$ cat src/rtl/cslice_pkg.sv
// Shared types for the two-bit carry slice.
package cslice_pkg;

    // Source of a bit's carry-generate value
    typedef enum logic [1:0] {
        GEN_LUTIN = 2'd0,   // table input 0
        GEN_AND   = 2'd1,   // partial-product AND term
        GEN_BYP   = 2'd2,   // bypass input of the bit
        GEN_CONST = 2'd3    // configured constant
    } gen_src_e;

    // Static per-bit configuration
    typedef struct packed {
        gen_src_e gsrc;
        logic     konst;
        logic     use_sum;
    } bit_cfg_t;

endpackage

$ cat src/rtl/cslice_lut.sv
// Truth-table lookup for one bit.
// Holds 2**LUT_IN configuration bits written whole by a strobe and
// reads them combinationally at the index formed by the inputs.
// Assumes the table is written before its output is used.
module cslice_lut #(
    parameter  int LUT_IN = 4,
    localparam int DEPTH  = 1 << LUT_IN
) (
    input  logic              clk,
    input  logic              rst_n,
    input  logic              we,
    input  logic [DEPTH-1:0]  data,
    input  logic [LUT_IN-1:0] idx,
    output logic              y
);

    logic [DEPTH-1:0] tt;

    // Store or clear the truth table
    always_ff @(posedge clk) begin
        if (!rst_n)  tt <= '0;
        else if (we) tt <= data;
    end

    // Read the table at the input index
    assign y = tt[idx];

    p_load_r1: assert property (@(posedge clk) disable iff (!rst_n)
        we |=> tt == $past(data));

endmodule

$ cat src/rtl/cslice_bit.sv
// Arithmetic gates of one bit: generate selector, carry multiplexer,
// sum XOR, partial-product AND and output form selector.
// Purely combinational; clk and rst_n serve only the local checks.
module cslice_bit
    import cslice_pkg::*;
(
    input  logic     clk,
    input  logic     rst_n,
    input  logic     lut_y,
    input  logic     a0,
    input  logic     a1,
    input  logic     byp,
    input  bit_cfg_t cfg,
    input  logic     cy_in,
    output logic     out,
    output logic     cy_out
);

    logic and_t;
    logic gen;
    logic sum;

    // Partial-product term from the two lowest table inputs
    assign and_t = a0 & a1;

    // Pick the generate value
    always_comb begin
        unique case (cfg.gsrc)
            GEN_LUTIN: gen = a0;
            GEN_AND:   gen = and_t;
            GEN_BYP:   gen = byp;
            GEN_CONST: gen = cfg.konst;
            default:   gen = 1'b0;
        endcase
    end

    // Carry multiplexer: table output selects propagate or generate
    assign cy_out = lut_y ? cy_in : gen;

    // Sum and output form
    assign sum = lut_y ^ cy_in;
    assign out = cfg.use_sum ? sum : lut_y;

    p_prop_r3: assert property (@(posedge clk) disable iff (!rst_n)
        lut_y |-> cy_out == cy_in);

    p_byp_r4: assert property (@(posedge clk) disable iff (!rst_n)
        (!lut_y && cfg.gsrc == GEN_BYP) |-> cy_out == byp);

    p_and_r5: assert property (@(posedge clk) disable iff (!rst_n)
        (!lut_y && cfg.gsrc == GEN_AND) |-> cy_out == (a0 & a1));

endmodule

$ cat src/rtl/cslice_reg.sv
// Output registers with clock enable and synchronous active-low reset.
module cslice_reg #(
    parameter int W = 2
) (
    input  logic         clk,
    input  logic         rst_n,
    input  logic         ce,
    input  logic [W-1:0] d,
    output logic [W-1:0] q
);

    // Capture when enabled, clear on reset
    always_ff @(posedge clk) begin
        if (!rst_n)  q <= '0;
        else if (ce) q <= d;
    end

    p_capture_r8: assert property (@(posedge clk) disable iff (!rst_n)
        ce |=> q == $past(d));

    p_hold_r8: assert property (@(posedge clk) disable iff (!rst_n)
        !ce |=> $stable(q));

    p_reset_r9: assert property (@(posedge clk)
        !rst_n |=> q == '0);

endmodule

$ cat src/rtl/carry_slice2.sv
// Two-bit configurable carry slice.
// Each bit has a lookup table and its arithmetic gates. Bits ripple
// from bit 0 upward; the start carry comes from cin or byp[0].
// Assumes the static configuration is held steady while in use.
module carry_slice2
    import cslice_pkg::*;
#(
    parameter  int NBITS  = 2,
    parameter  int LUT_IN = 4,
    localparam int DEPTH  = 1 << LUT_IN,
    localparam int SELW   = (NBITS > 1) ? $clog2(NBITS) : 1
) (
    input  logic                         clk,
    input  logic                         rst_n,
    input  logic                         cfg_we,
    input  logic [SELW-1:0]              cfg_sel,
    input  logic [DEPTH-1:0]             cfg_tt,
    input  logic                         cfg_init_byp,
    input  logic [NBITS-1:0][1:0]        cfg_gen,
    input  logic [NBITS-1:0]             cfg_const,
    input  logic [NBITS-1:0]             cfg_use_sum,
    input  logic                         ce,
    input  logic [NBITS-1:0][LUT_IN-1:0] lut_in,
    input  logic [NBITS-1:0]             byp,
    input  logic                         cin,
    output logic [NBITS-1:0]             comb_out,
    output logic [NBITS-1:0]             reg_out,
    output logic                         cout
);

    logic [NBITS:0]   cy;
    logic [NBITS-1:0] prop;

    // Start point of the chain
    assign cy[0] = cfg_init_byp ? byp[0] : cin;

    for (genvar i = 0; i < NBITS; i++) begin : g_bit
        logic     sel_hit;
        logic     lut_y;
        bit_cfg_t bc;

        // Write strobe for this bit's table
        assign sel_hit = cfg_we && (cfg_sel == SELW'(i));
        assign bc      = '{gsrc: gen_src_e'(cfg_gen[i]),
                           konst: cfg_const[i],
                           use_sum: cfg_use_sum[i]};

        cslice_lut #(.LUT_IN(LUT_IN)) u_lut (
            .clk  (clk),
            .rst_n(rst_n),
            .we   (sel_hit),
            .data (cfg_tt),
            .idx  (lut_in[i]),
            .y    (lut_y)
        );

        cslice_bit u_bit (
            .clk   (clk),
            .rst_n (rst_n),
            .lut_y (lut_y),
            .a0    (lut_in[i][0]),
            .a1    (lut_in[i][1]),
            .byp   (byp[i]),
            .cfg   (bc),
            .cy_in (cy[i]),
            .out   (comb_out[i]),
            .cy_out(cy[i+1])
        );

        assign prop[i] = lut_y;
    end

    cslice_reg #(.W(NBITS)) u_reg (
        .clk  (clk),
        .rst_n(rst_n),
        .ce   (ce),
        .d    (comb_out),
        .q    (reg_out)
    );

    // Carry leaves from the top bit
    assign cout = cy[NBITS];

    p_chain_r7: assert property (@(posedge clk) disable iff (!rst_n)
        (&prop && !cfg_init_byp) |-> cout == cin);

    p_init_r2: assert property (@(posedge clk) disable iff (!rst_n)
        (&prop && cfg_init_byp) |-> cout == byp[0]);

endmodule

$ cat config.mk
export PLATFORM = sky130hd
export DESIGN_NAME = carry_slice2
export DESIGN_NICKNAME = d
export VERILOG_FILES = /design/src/rtl/cslice_pkg.sv /design/src/rtl/cslice_lut.sv /design/src/rtl/cslice_bit.sv /design/src/rtl/cslice_reg.sv /design/src/rtl/carry_slice2.sv
export SDC_FILE = /design/constraint.sdc
export NUM_CORES = 1
export LEC_CHECK = 0
export BUFFER_PORTS_ARGS = -buffer_cell sky130_fd_sc_hd__buf_2
export CORE_UTILIZATION = 45
export DETAILED_ROUTE_END_ITERATION = 16
export GPL_TIMING_DRIVEN = 0
export HOLD_SLACK_MARGIN = 0.06
export PLACE_DENSITY = 0.81
export SLEW_MARGIN = 15
export SYNTH_ARGS = -nofsm -noshare
export SYNTH_HDL_FRONTEND = slang
export SYNTH_SLANG_ARGS = --single-unit
$ cat constraint.sdc
create_clock -name clk -period 2.5 [get_ports clk]
set_input_delay 0.25 -clock clk [delete_from_list [all_inputs] [get_ports clk]]
set_output_delay 0.25 -clock clk [all_outputs]
set_load 0.01 [all_outputs]
# == Word level (Yosys, flattened, before mapping) ==
# Cells that the tools add are included.
# word_totals
ff_bits,34
inputBits,41
elab_cells,31
output_inout_bits,5
# classes
bitwise_logic,5
n_eq_ne,6
mux,11
reduce_logical,4
order_cmp,2
# ops
op,count
$lt 4x5->1 const B,2
$bmux 1 s4,2
$eq 2x2->1 const B,4
$pmux 1 s4,2
$mux 1,7
$eq 2x1->1 const B,2
$logic_not 2->1,2
$and 1x1->1,2
$logic_and 1x1->1,2
$xor 1x1->1,2
$not 1->1,1

# == Depth between registers and ports, before layout ==
# depth
depth_word,5
ltp_mapped,8
ltp_nobuf,7

# == Cells and area by module ==
# Synthesis repeated with hierarchy kept, for this count alone.
# hier_totals
hier_cells,141
area_unflattened_um2,1686.6
# modules_own_cells
module,cells_each,seq_area_each_um2,area_each_um2,instances
cslice_lut,58,320.3,732.0,2
cslice_bit,8,0.0,61.3,2
cslice_reg,6,40.0,72.6,1
carry_slice2,3,0.0,27.5,1

# == Least setup slack after synthesis ==
# Ideal clock, no wire load.
# synth_path
path_type,input to output
start,in lut_in[2] in the netlist's numbering
end,out comb_out[1]
required_time_ns,2.250
stages,7
n_path_buf,1
arrival_ns,2.072
setup_slack_ns,0.178
path_cell_list,mux4_1 -> mux4_2 -> mux2_2 -> ha_1 -> nand2_1 -> o21ai_0 -> buf_4
# synth_between
elab_chain_cells,5
# synth_rtl
element,line,rtl
from (decl),carry_slice2.sv:23,"input logic [NBITS-1:0][LUT_IN-1:0] lut_in,"
$bmux 1 s4,cslice_lut.sv:26,assign y = tt[idx];
$mux 1 (implied by the code),cslice_lut.sv:26,
$mux 1,cslice_bit.sv:38,assign cy_out = lut_y ? cy_in : gen;
$xor 1x1->1,cslice_bit.sv:41,assign sum = lut_y ^ cy_in;
$mux 1,cslice_bit.sv:42,assign out = cfg.use_sum ? sum : lut_y;
to (decl),carry_slice2.sv:26,"output logic [NBITS-1:0] comb_out,"
# No other way between the ends. The select of a mux whose other input is x is not followed.

# == Worst setup path after layout ==
# layout_path
start,reg g_bit[0].u_lut.tt[15]
end,out comb_out[1]
# layout_between
elab_chain_cells,5
# layout_rtl
element,line,rtl
from (decl),cslice_lut.sv:17,logic [DEPTH-1:0] tt;
from (signal assigned),cslice_lut.sv:22,else if (we) tt <= data;
$bmux 1 s4,cslice_lut.sv:26,
$mux 1 (implied by the code),cslice_lut.sv:26,
$mux 1,cslice_bit.sv:38,
$xor 1x1->1,cslice_bit.sv:41,
$mux 1,cslice_bit.sv:42,
# No other way between the ends. The select of a mux whose other input is x is not followed.

==> metrics.cfg <==
[detailed_routing]
viasPerCell=5.075
postRouteAntennaNets=0
drc=0
drt_iter0_drc=55
routed_wirelength_mm=3.724
detail_route.wl_per_cell_um=13.25
num_vias=1426
drt_first_pass_iters=5

[timing]
slew_viol_final=0
max_slew_margin_pct=70.82
max_freq_mhz=374.5
finalSetupViolCount=2
finClkSkew_ns=0.004882
timing_worst_slew_pin_value_ns=0.4377
hold_violations=0
finalCriticalPeriod_ns=2.670
whs_ns=0.1972
layout_setup_ws_ns=-0.1702
rsz0062_at_grt=yes
finalCritPeriodShare_pct=106.8

[power]
pwr_density_cell_nw_per_um2=571.0
p_leak_nw=0.8382
vdd_drop_max_mv=0.3815

[clocking]
tritoncts=yes
numCtsBuffers=5
clock_sinks=34
path_clk_slew_ns=0.07
clockRootBuffer=clkbuf_8
cts_max_path_buffers=2
cts_max_level=2
clkLatencyLatePin_ns=0.28
cts_hold_buf=0

[yosys]
ys_warn_count=0
synth.avg_cell_area_um2=8.968
synth_nets=227
yosysUniqueCellTypes=21
syn-instance-count=185
ys_seq_area_share_pct=41.03
synth_area_um2=1659
ys_ff_latch=34

[global_routing]
grt_usage_pct=20.42
grt_max_degree=11
grt_overflow_total=0
grt_pass1_vias=1340
grt_pass1_wl_mm=6.058
antenna_found_initial=0

[place]
dp_hpwl_mm=2.825
port_buffers=44
placedCellCount=275
gp_congestion=0.8027

[floorplanning]
io_pins=46
dieArea_um2=3934
core_um2=3442
core.rowCount=21
die_w_um=62.72
die_y_um=62.72
initial_core_util_pct=48.20

[layout]
area_delta_synth_final_pct=22.62
diodes=0
nNetsFinal=278
drive_above_1_share_pct=31.06
layoutNonFillerInstCount=281

[run_status]
failed_checks=negative setup slack
outcome=finished, violations left

[setup_path]
end_kind=output pin
critPathArrivalTime_ns=2.42
crit_type=reg -> out
worstPathRequired_ns=2.25
path_max_fanout=2
critPathLaunchType=register

[job]
drv_cap=0

[hold_path]
hold_path.class=in -> reg

## what timing repair did
action | CTS | global route
endpoints found under the setup margin | 2 | 3
gates resized for setup | 8 | 4
cloned | 0 | 0
pin swaps | 1 | 2
setup buffers | 1 | 0
## flip-flops by register name, summed over array words and instances (netlist names)
register / count
g_bit.u_lut.tt: 32
u_reg.q: 2
## path summary, 6_finish.rpt
path	end	from	slack [ns]	cells after the start
max	comb_out[1]	g_bit[0].u_lut.tt[15]	-0.17	7
min	u_reg.q[0]	ce	0.20	2
max reg2reg	u_reg.q[1]	g_bit[0].u_lut.tt[15]	0.27	6
min reg2reg	g_bit[0].u_lut.tt[13]	g_bit[0].u_lut.tt[13]	0.46	2
## synth_stat cells
| master | number | area [µm²] |
|---|---|---|
| dfxtp_1 | 34 | 680.7 |
| nor2b_1 | 1 | 6.260 |
| mux4_2 | 5 | 112.6 |
| mux2i_1 | 1 | 10.01 |
| a21boi_0 | 32 | 240.2 |
| a21oi_1 | 1 | 5.000 |
| nand2b_1 | 1 | 6.260 |
| and3b_1 | 1 | 8.760 |
| ha_1 | 1 | 12.51 |
| a41oi_1 | 1 | 8.760 |
| xor2_1 | 1 | 8.760 |
| a21o_1 | 1 | 7.510 |
| o21ai_0 | 7 | 35.03 |
| nand2_1 | 69 | 259.0 |
| and2_1 | 1 | 6.260 |
| mux4_1 | 4 | 105.1 |
| mux2_2 | 6 | 67.56 |
| inv_1 | 4 | 15.01 |
| clkbuf_1 | 11 | 41.29 |
| buf_4 | 2 | 15.01 |
| nand3b_1 | 1 | 7.510 |
## power by group
part | total (mW) | internal (mW) | switching [mW]
Clock | 0.395 | 0.212 | 0.183
Combinational | 0.185 | 0.0946 | 0.0903
Sequential | 0.582 | 0.568 | 0.0133
Total | 1.16 | 0.875 | 0.286
## cells by family (layout without fill, tap and decap cells)
family / count (synthesis) / in the layout / share of synthesized area [%]
compound gates: 42 / 42 / 17.87
xor+xnor: 1 / 1 / 0.5280
fa+ha+maj: 1 / 1 / 0.7540
buf+inv: 17 / 67 / 4.298
flops: 34 / 34 / 41.03
mux: 16 / 16 / 17.80
simple gates: 74 / 74 / 17.72
## routing by layer
layer  global-route usage [%]  share of wire, %
met2                    29.76                44
met4                    6.977                 0
met1                    28.46                51
met3                    6.387               5.1
met5                        0                 0
## cell type report
| type | count | area (µm²) |
|---|---|---|
| flip-flops and latches | 34 | 684.4 |
| repair buffers | 45 | 227.7 |
| well taps | 46 | 57.56 |
| multi-input cells | 134 | 918.4 |
| clock buffers | 6 | 82.58 |
| fillers | 336 | 1408 |
| plain buffers | 12 | 48.80 |
| inverters | 4 | 15.01 |
## placed cells by master (no fill, tap or decap)
master	instances
nor2b_1	1
o21ai_1	1
buf_2	44
mux2_2	5
and2_1	1
mux2i_1	1
mux2_4	1
o21ai_0	6
dfxtp_1	31
xor2_2	1
ha_4	1
a41oi_1	1
nand2b_1	1
inv_1	4
mux4_2	9
a21o_1	1
a21boi_0	32
dfxtp_2	3
and3b_1	1
nand2_2	1
clkbuf_8	6
a21oi_1	1
buf_4	2
nand2_1	68
clkbuf_1	11
nand3b_1	1
## through the flow
step | area (µm²) | TNS [ns] | total power, mW | worst slack, ns | util, %
3_3_place_gp | 1937 | -0.1871 | 0.7634 | -0.1871 | 56.27
2_1_floorplan | 1659 | 0 | 0.6925 | 0.1779 | -
5_1_grt | 2034 | -0.4023 | 1.226 | -0.2538 | 59.11
6_report | 2034 | -0.2528 | 1.162 | -0.1702 | 59.11
4_1_cts | 2027 | -0.2975 | 1.170 | -0.1852 | 58.89
3_5_place_dp | 1937 | -0.2027 | 0.7678 | -0.2027 | 56.27
## worst max-delay path, stage by stage, from the launching register on
cell and delay (ns):
dfxtp_2 0.32, mux4_2 0.46, mux4_2 0.51, mux2_4 0.33, ha_4 0.28, nand2_2 0.04
o21ai_1 0.06, buf_2 0.14
Power figures use the tool's default switching activity.
